$ cat src/rtl/freelist.sv
module freelist #(
  parameter int NUM_PHYS = 64,
  parameter int NUM_ARCH = 32,
  parameter int ALLOC_W  = 4,
  parameter int FREE_W   = 4,
  localparam int DEPTH = NUM_PHYS - NUM_ARCH,
  localparam int PW    = $clog2(DEPTH),
  localparam int IW    = $clog2(NUM_PHYS),
  localparam int AC    = $clog2(ALLOC_W + 1),
  localparam int FC    = $clog2(FREE_W + 1)
) (
  input  logic                  clk,
  input  logic                  rst_n,
  input  logic [ALLOC_W-1:0]    alloc_req,
  input  logic                  alloc_go,
  output logic                  can_alloc,
  output logic [ALLOC_W*IW-1:0] alloc_idx,
  input  logic [FREE_W-1:0]     free_req,
  input  logic [FREE_W*IW-1:0]  free_idx,
  input  logic                  flush,
  input  logic                  redirect,
  input  logic                  walk,
  input  logic [FC-1:0]         step_back
);

  logic [IW-1:0] ring [DEPTH];
  logic [PW:0]   head, tail, head_nx, tail_nx, count;
  logic [AC-1:0] a_off [ALLOC_W];
  logic [FC-1:0] f_off [FREE_W];
  logic [AC-1:0] need;
  logic [FC-1:0] nfree;
  logic          fire, take_free;

  always_comb begin
    need = '0;
    for (int i = 0; i < ALLOC_W; i++) begin
      a_off[i] = need;
      need = need + AC'(alloc_req[i]);
    end
    nfree = '0;
    for (int j = 0; j < FREE_W; j++) begin
      f_off[j] = nfree;
      nfree = nfree + FC'(free_req[j]);
    end
  end

  assign count     = tail - head;
  assign can_alloc = count >= (PW+1)'(need);
  assign fire      = alloc_go & can_alloc & ~walk & ~flush & ~redirect;
  assign take_free = ~walk;

  for (genvar g = 0; g < ALLOC_W; g++) begin : g_lane
    logic [PW:0] slot;
    assign slot = head + (PW+1)'(a_off[g]);
    assign alloc_idx[g*IW +: IW] = alloc_req[g] ? ring[slot[PW-1:0]] : '0;
  end

  assign tail_nx = take_free ? tail + (PW+1)'(nfree) : tail;

  always_comb begin
    if (flush)     head_nx = tail_nx - (PW+1)'(DEPTH);
    else if (walk) head_nx = head - (PW+1)'(step_back);
    else if (fire) head_nx = head + (PW+1)'(need);
    else           head_nx = head;
  end

  always_ff @(posedge clk) begin
    if (!rst_n) begin
      head <= '0;
      tail <= (PW+1)'(DEPTH);
      for (int k = 0; k < DEPTH; k++) ring[k] <= IW'(NUM_ARCH + k);
    end else begin
      head <= head_nx;
      tail <= tail_nx;
      for (int j = 0; j < FREE_W; j++) begin
        logic [PW:0] ws;
        ws = tail + (PW+1)'(f_off[j]);
        if (take_free && free_req[j]) ring[ws[PW-1:0]] <= free_idx[j*IW +: IW];
      end
    end
  end

endmodule


$ cat config.mk
export PLATFORM = sky130hd
export DESIGN_NAME = freelist
export DESIGN_NICKNAME = d
export VERILOG_FILES = /design/src/rtl/freelist.sv
export SDC_FILE = /design/constraint.sdc
export NUM_CORES = 1
export LEC_CHECK = 0
export BUFFER_PORTS_ARGS = -buffer_cell sky130_fd_sc_hd__buf_2
export CORE_UTILIZATION = 45
export DETAILED_ROUTE_END_ITERATION = 7
export SLEW_MARGIN = 10
export SYNTH_ARGS = -nofsm -noshare
export SYNTH_HDL_FRONTEND = slang
export SYNTH_SLANG_ARGS = --single-unit
$ cat constraint.sdc
create_clock -name clk -period 8.1 [get_ports clk]
set_input_delay 1.62 -clock clk [delete_from_list [all_inputs] [get_ports clk]]
set_output_delay 1.62 -clock clk [all_outputs]
set_load 0.02 [all_outputs]
==> results by group, run 1 <==
CTS
  • H-Tree Depth: 1
  • Num CTS Buffers: 24
  • CTS sink count: 209
  • CTS resizes: 0
  • Setup Buffers After CTS: 0
  • Clk Latency, worst-skew pair: 560 ps
  • Hold_buf cts: 0
  • Max clock buf depth: 3
  • TritonCTS clock tree: done
  • Clock-pin slew on the worst setup and hold paths: 60 ps
  • Root Buffer Master: clkbuf_16

Global route
  • Vias in the first global route: 20.5k
  • GR Overflow Total: 0
  • GRT Util Overall: 43.4%
  • Global-route wire length before repair: 155000 µm
  • Largest net degree at the start of global routing: 49
  • Initial antenna violation count: 8

Timing
  • Slew Viols, Final: 0
  • Unrepaired setup endpoints after global routing: false
  • Slew headroom: 13.1%
  • Peak Freq: 142 MHz
  • Hold slack: 697 ps
  • Fin crit period: 7030 ps
  • Period utilisation layout: 86.8%
  • Final setup fails: 0
  • Skew final: 34.1 ps
  • Final worst slack: 1070 ps
  • Final hold violation count: 0
  • Post-Route Setup TNS: 0 ps
  • Worst-margin pin slew: 1290 ps

Final layout
  • Nets: 2277
  • P&R area growth vs syn: 6.50%
  • Finished Layout Cells: 2871
  • Share of layout cells above drive strength 1: 24.1%

Floorplan
  • Die span in y: 226 µm
  • Rows: 81
  • Core area: 0.0493 mm²
  • Initial Utilization: 45.8%
  • DIE AREA: 0.0511 mm²
  • I/O Pins: 66
  • DIE WIDTH: 226 µm

Setup path
  • Worst Reg-to-Reg Cells: 9
  • Crit path max fanout: 27
  • R2r setup slk: 3630 ps
  • Critical R2R Capture: ring[8][4]
  • Crit. End Element: primary output
  • Worst endpoint required time: 6480 ps
  • Crit path launch type: input port
  • Setup CP Type: in2out
  • Worst EP arrival: 5410 ps
  • Reg2reg start: tail[0]

Power
  • VDD IR max: 0.000157 V
  • PD cells: 187 mW/mm²
  • Tot Pwr: 4.49 mW
  • Pleak: 7.22 nW

Synth
  • Post-Synth Simple-Gate Area: 20.5%
  • Syn Nets: 2357
  • Ys async rst share: 0%
  • Post-synthesis mux area share: 26.9%
  • Compound-Gate Fraction of Synth Area: 16.2%
  • Synth unique cells: 98
  • Synth Area in XOR/XNOR: 1.13%
  • Cells after Synth: 2265
  • Mapped Area: 0.0226 mm²
  • Seq cells post-synth: 209
  • EDFF count, synth: 192
  • Sequential area share after synthesis: 27.0%
  • Largest family of logic cells by synthesized area: multiplexers
  • Post-Synth Adder-Cell Area: 3.19%
  • Syn Area/Cell: 9.97 µm²
  • Top_reg_cell synth: edfxtp_1
  • Synth Warn #: 0

Drt
  • Vias: 22.9k
  • Initial DRC Count: 4792
  • DRC violations left: 14
  • Drt via density: 7.97
  • DRT antenna net count: 0
  • Post-Route WL: 111000 µm
  • Routed len/inst: 38.7 µm
  • Drt pass-1 iters: 8

Hold path
  • Hold path start: tail[5]
  • Hold Crit Depth: 2
  • HP Class: reg2reg
  • Min-Delay Endpoint: tail[5]

Placed design
  • Dpl ws: 1170 ps
  • Final RePlAce weighted congestion: 1.08
  • Cells after DPL: 2823
  • Post-DP HPWL: 77500 µm
  • Port bufs: 65

Outcome
  • Failing checks: design-rule violations
  • Outcome: finished with violations

Run
  • Max-cap viol count: 0
==> flip-flops by register name (all words and copies together), names as in the netlist, named ones only <==
| name | count |
|---|---|
| ring | 192 |
| head | 6 |
| tail | 6 |
==> critical path, cell delays in order <==
cell and delay, ps:
buf_2 170, fa_1 640, ha_4 150, inv_1 60, fa_2 1010, buf_4 420, mux4_2 350, mux4_2 520
mux2i_1 210, nor2b_1 70, buf_2 160
==> cell usage after synthesis, types with 15 or more instances <==
library cell / n / area share [%]
nor2b_1: 28 / 0.78
o31ai_1: 20 / 0.67
a31oi_1: 100 / 2.8
a211oi_1: 27 / 0.90
clkbuf_1: 133 / 2.2
mux2i_1: 57 / 2.5
nand3_1: 174 / 3.9
ha_1: 40 / 2.2
a31o_2: 15 / 0.58
nand2_1: 167 / 2.8
edfxtp_1: 192 / 26
nor2_1: 271 / 4.5
o211ai_1: 54 / 1.8
mux4_2: 240 / 24
buf_2: 53 / 1.2
xnor2_1: 16 / 0.62
o21ai_0: 27 / 0.60
a21oi_1: 54 / 1.2
nor3_1: 132 / 2.9
o221ai_1: 34 / 1.3
dfxtp_1: 17 / 1.5
inv_1: 28 / 0.47
nor3_2: 22 / 0.98
nand4_1: 25 / 0.69
a221oi_1: 27 / 1.0
==> how the worst max path moves through the flow <==
| stage | to | from | depth (start not counted) | slack (ps) |
|---|---|---|---|---|
| after floorplan | alloc_idx[18] | alloc_req[0] | 10 | 1840 |
| after CTS | alloc_idx[20] | alloc_req[0] | 11 | 1110 |
| after global placement | alloc_idx[19] | alloc_req[0] | 11 | 1210 |
| final | alloc_idx[20] | alloc_req[0] | 11 | 1070 |
| after detailed placement | alloc_idx[19] | alloc_req[0] | 11 | 1170 |
| after global routing | alloc_idx[20] | alloc_req[0] | 11 | 1020 |
==> metrics by stage <==
stage	util, %	cell area (µm²)
finish	48.8	24000
global route	48.8	24000
CTS	48.8	24000
detailed placement	47.1	23200
global placement	47.1	23200
floorplan	-	22600
==> layout make-up <==
cell class	count	area, µm²
clock buffers	30	696
multi-input cells	1799	15400
well taps	664	831
flip-flops and latches	209	6110
fillers	4507	25200
repair buffers	113	686
diodes	4	10.0
inverters	38	143
clock inverters	14	123
==> cells by family after synthesis <==
| kind of cell | after synthesis |
|---|---|
| AND/OR/NAND/NOR | 934 |
| AO/OA/AOI/OAI | 484 |
| multiplexers | 306 |
| buffers and inverters | 257 |
| flip-flops | 209 |
| adder cells (fa/ha/maj) | 51 |
| XOR/XNOR | 24 |
==> cells in the final DEF, fill, tap and decap left out, types with 11 or more instances in the layout <==
cell,netlist,routed
a31oi_1,100,100
and2_1,13,13
clkbuf_16,0,26
o21ai_0,27,27
nand2_1,167,167
a211o_1,13,13
a31o_2,15,15
mux2i_1,57,57
o211ai_1,54,54
and3_1,13,13
xnor2_1,16,12
nor2_1,271,269
ha_1,40,36
a221oi_1,27,27
mux4_2,240,240
o31ai_1,20,20
a221oi_2,13,13
a211oi_1,27,27
nand3_1,174,174
or3_1,14,14
nor3_2,22,23
nand4_1,25,25
edfxtp_1,192,192
a21oi_1,54,54
dfxtp_1,17,13
inv_1,28,28
nor3_1,132,131
nor2b_1,28,28
buf_4,13,48
o22ai_1,11,11
o221ai_1,34,34
buf_2,53,65
==> where the power goes <==
part,total [mW],switching [mW],internal [mW]
registers,1.36,0.121,1.23
logic,2.00,1.17,0.829
clock network,1.14,0.487,0.649
total,4.49,1.78,2.71
==> routing by layer <==
| metal | routed length (µm) | vias up | global-route usage, % |
|---|---|---|---|
| met3 | 21300 | 637 | 22.5 |
| met2 | 42700 | 2477 | 58.3 |
| met1 | 38900 | 10848 | 56.1 |
| li1 | - | 8915 | - |
| met5 | 162 | - | 2.64 |
| met4 | 8200 | 8 | 21.9 |
Power figures use the tool's default switching activity.
==> run 2: changes to the inputs <==
- CORE_ASPECT_RATIO: not set -> 1.75
- CORE_MARGIN: not set -> 10
==> results by group, run 2 (synthesis gave the netlist of run 1 again) <==
Outcome
  • Outcome: finished clean (was finished with violations)

Setup path
  • Setup CP Type: in2out (unchanged)
  • Crit path launch type: input port (unchanged)
  • Worst EP arrival: 5360 ps (was 5410 ps)
  • Worst Reg-to-Reg Cells: 7 (was 9)
  • Critical R2R Capture: ring[19][4] (was ring[8][4])
  • Worst endpoint required time: 6480 ps (about the same)
  • Crit path max fanout: 38 (was 27)
  • R2r setup slk: 4080 ps (was 3630 ps)
  • Reg2reg start: tail[0] (unchanged)
  • Crit. End Element: primary output (unchanged)

CTS
  • CTS sink count: 209 (unchanged)
  • Root Buffer Master: clkbuf_16 (unchanged)
  • Num CTS Buffers: 21 (was 24)
  • TritonCTS clock tree: done (unchanged)
  • Hold_buf cts: 0 (unchanged)
  • Clock-pin slew on the worst setup and hold paths: 70 ps (was 60 ps)
  • H-Tree Depth: 1 (unchanged)
  • Clk Latency, worst-skew pair: 540 ps (was 560 ps)
  • CTS resizes: 0 (unchanged)
  • Max clock buf depth: 3 (unchanged)
  • Setup Buffers After CTS: 0 (unchanged)

Timing
  • Final setup fails: 0 (unchanged)
  • Skew final: 28.1 ps (was 34.1 ps)
  • Slew Viols, Final: 0 (unchanged)
  • Fin crit period: 6980 ps (was 7030 ps)
  • Slew headroom: 11.0% (was 13.1%)
  • Period utilisation layout: 86.1% (was 86.8%)
  • Worst-margin pin slew: 1330 ps (was 1290 ps)
  • Post-Route Setup TNS: 0 ps (unchanged)
  • Peak Freq: 143 MHz (was 142 MHz)
  • Unrepaired setup endpoints after global routing: false (unchanged)
  • Final hold violation count: 0 (unchanged)

Placed design
  • Port bufs: 65 (unchanged)
  • Final RePlAce weighted congestion: 1.08 (about the same)
  • Post-DP HPWL: 82900 µm (was 77500 µm)
  • Area post-placement: 0.0233 mm² (was 0.0232 mm²)

Final layout
  • Largest regs: ring (192), head (6), tail (6) (unchanged)
  • Largest reg by FF count: ring (unchanged)
  • P&R area growth vs syn: 6.31% (was 6.50%)
  • Antenna diodes: 0 (was 4)
  • # fillers: 4673 (was 4507)
  • Fin area: 0.0240 mm² (about the same)
  • Nets: 2292 (was 2277)
  • Most frequent cells in the layout: 270 x nor2_1, 240 x mux4_2, 192 x edfxtp_1, 174 x nand3_1, 167 x nand2_1 (was 269 x nor2_1, 240 x mux4_2, 192 x edfxtp_1, 174 x nand3_1, 167 x nand2_1)
  • Most common cell after layout, fill and taps aside: nor2_1 (unchanged)
  • Share of layout cells above drive strength 1: 24.5% (was 24.1%)
  • Number of flip-flops in the largest register: 192 (unchanged)

Power
  • PD cells: 181 mW/mm² (was 187 mW/mm²)
  • VDD IR max: 0.000135 V (was 0.000157 V)
  • Pleak: 7.22 nW (about the same)

Global route
  • GR Overflow Total: 0 (unchanged)
  • Global-route wire length before repair: 162000 µm (was 155000 µm)
  • Met1 Usage GRT: 43.9% (was 56.1%)
  • Met3 usage: 9.32% (was 22.5%)
  • Met2 Use GR: 59.1% (was 58.3%)
  • Vias in the first global route: 21.6k (was 20.5k)
  • Most used routing layer in global routing: met2 (unchanged)
  • Initial antenna violation count: 4 (was 8)
  • Largest net degree at the start of global routing: 51 (was 49)
  • GRT Util Overall: 37.7% (was 43.4%)

Drt
  • Drt pass-1 iters: 6 (was 8)
  • DRC violations left: 0 (was 14)
  • Initial DRC Count: 4149 (was 4792)
  • DRT antenna net count: 0 (unchanged)
  • Routed len/inst: 40.0 µm (was 38.7 µm)
  • Drt via density: 7.85 (was 7.97)
  • Post-Route WL: 115000 µm (was 111000 µm)
  • Vias: 22.6k (was 22.9k)

Run
  • Max-cap viol count: 0 (unchanged)

Floorplan
  • DIE AREA: 0.0599 mm² (was 0.0511 mm²)
  • Die span in y: 316 µm (was 226 µm)
  • Core area: 0.0496 mm² (was 0.0493 mm²)
  • I/O Pins: 66 (unchanged)
  • Initial Utilization: 45.5% (was 45.8%)
  • DIE WIDTH: 189 µm (was 226 µm)
  • Rows: 108 (was 81)

Hold path
  • Hold Crit Depth: 2 (unchanged)
  • HP Class: reg2reg (unchanged)
  • Min-Delay Endpoint: tail[5] (unchanged)
  • Hold path start: tail[5] (unchanged)
-- run 2: worst max-delay path, stage by stage --
cell	delay (ps)
buf_2	180
fa_1	640
ha_4	150
inv_1	50
fa_2	1180
buf_4	310
mux4_2	300
mux4_2	510
mux2i_1	160
nor2b_1	70
buf_2	160
-- run 2: routing by layer --
metal  wire length, µm  vias up
met2             51700     2101
met1             37700    10851
met4             11000        6
li1                  -     8933
met3             14500      672
met5                55        -
-- run 2: layout make-up --
| type | instances | area (µm²) | share of cell area (%) |
|---|---|---|---|
| clock buffers | 21 | 526 | 2.19 |
| clock inverters | 16 | 135 | 0.563 |
| inverters | 38 | 143 | 0.594 |
| multi-input cells | 1799 | 15400 | 64.3 |
| flip-flops and latches | 209 | 6110 | 25.5 |
| well taps | 660 | 826 | 3.44 |
| repair buffers | 131 | 821 | 3.42 |
-- run 2: through the flow --
stage                     power [mW]  hold WS, ps  setup WS, ps  cells  util (%)
final                           4.35          692          1120   2874      48.4
after global routing            4.49          722           963   2874      48.4
after CTS                       4.30          692          1130   2874      48.4
after detailed placement        3.35          667          1150   2837      47.1
after global placement          3.31          661          1200   2837      47.1
after floorplan                 2.70          533          1840   2265         -
-- run 2: how the worst max path moves through the flow --
stage                            start            end  slack (ps)
after global routing      alloc_req[0]  alloc_idx[20]         960
after detailed placement  alloc_req[0]  alloc_idx[22]        1150
after global placement    alloc_req[0]  alloc_idx[22]        1200
after CTS                 alloc_req[0]  alloc_idx[20]        1130
final                     alloc_req[0]  alloc_idx[20]        1120
after floorplan           alloc_req[0]  alloc_idx[18]        1840
-- run 2: power by group --
part / internal (mW) / switching (mW)
clock network: 0.496 / 0.480
logic: 0.842 / 1.19
registers: 1.23 / 0.114
total: 2.57 / 1.78
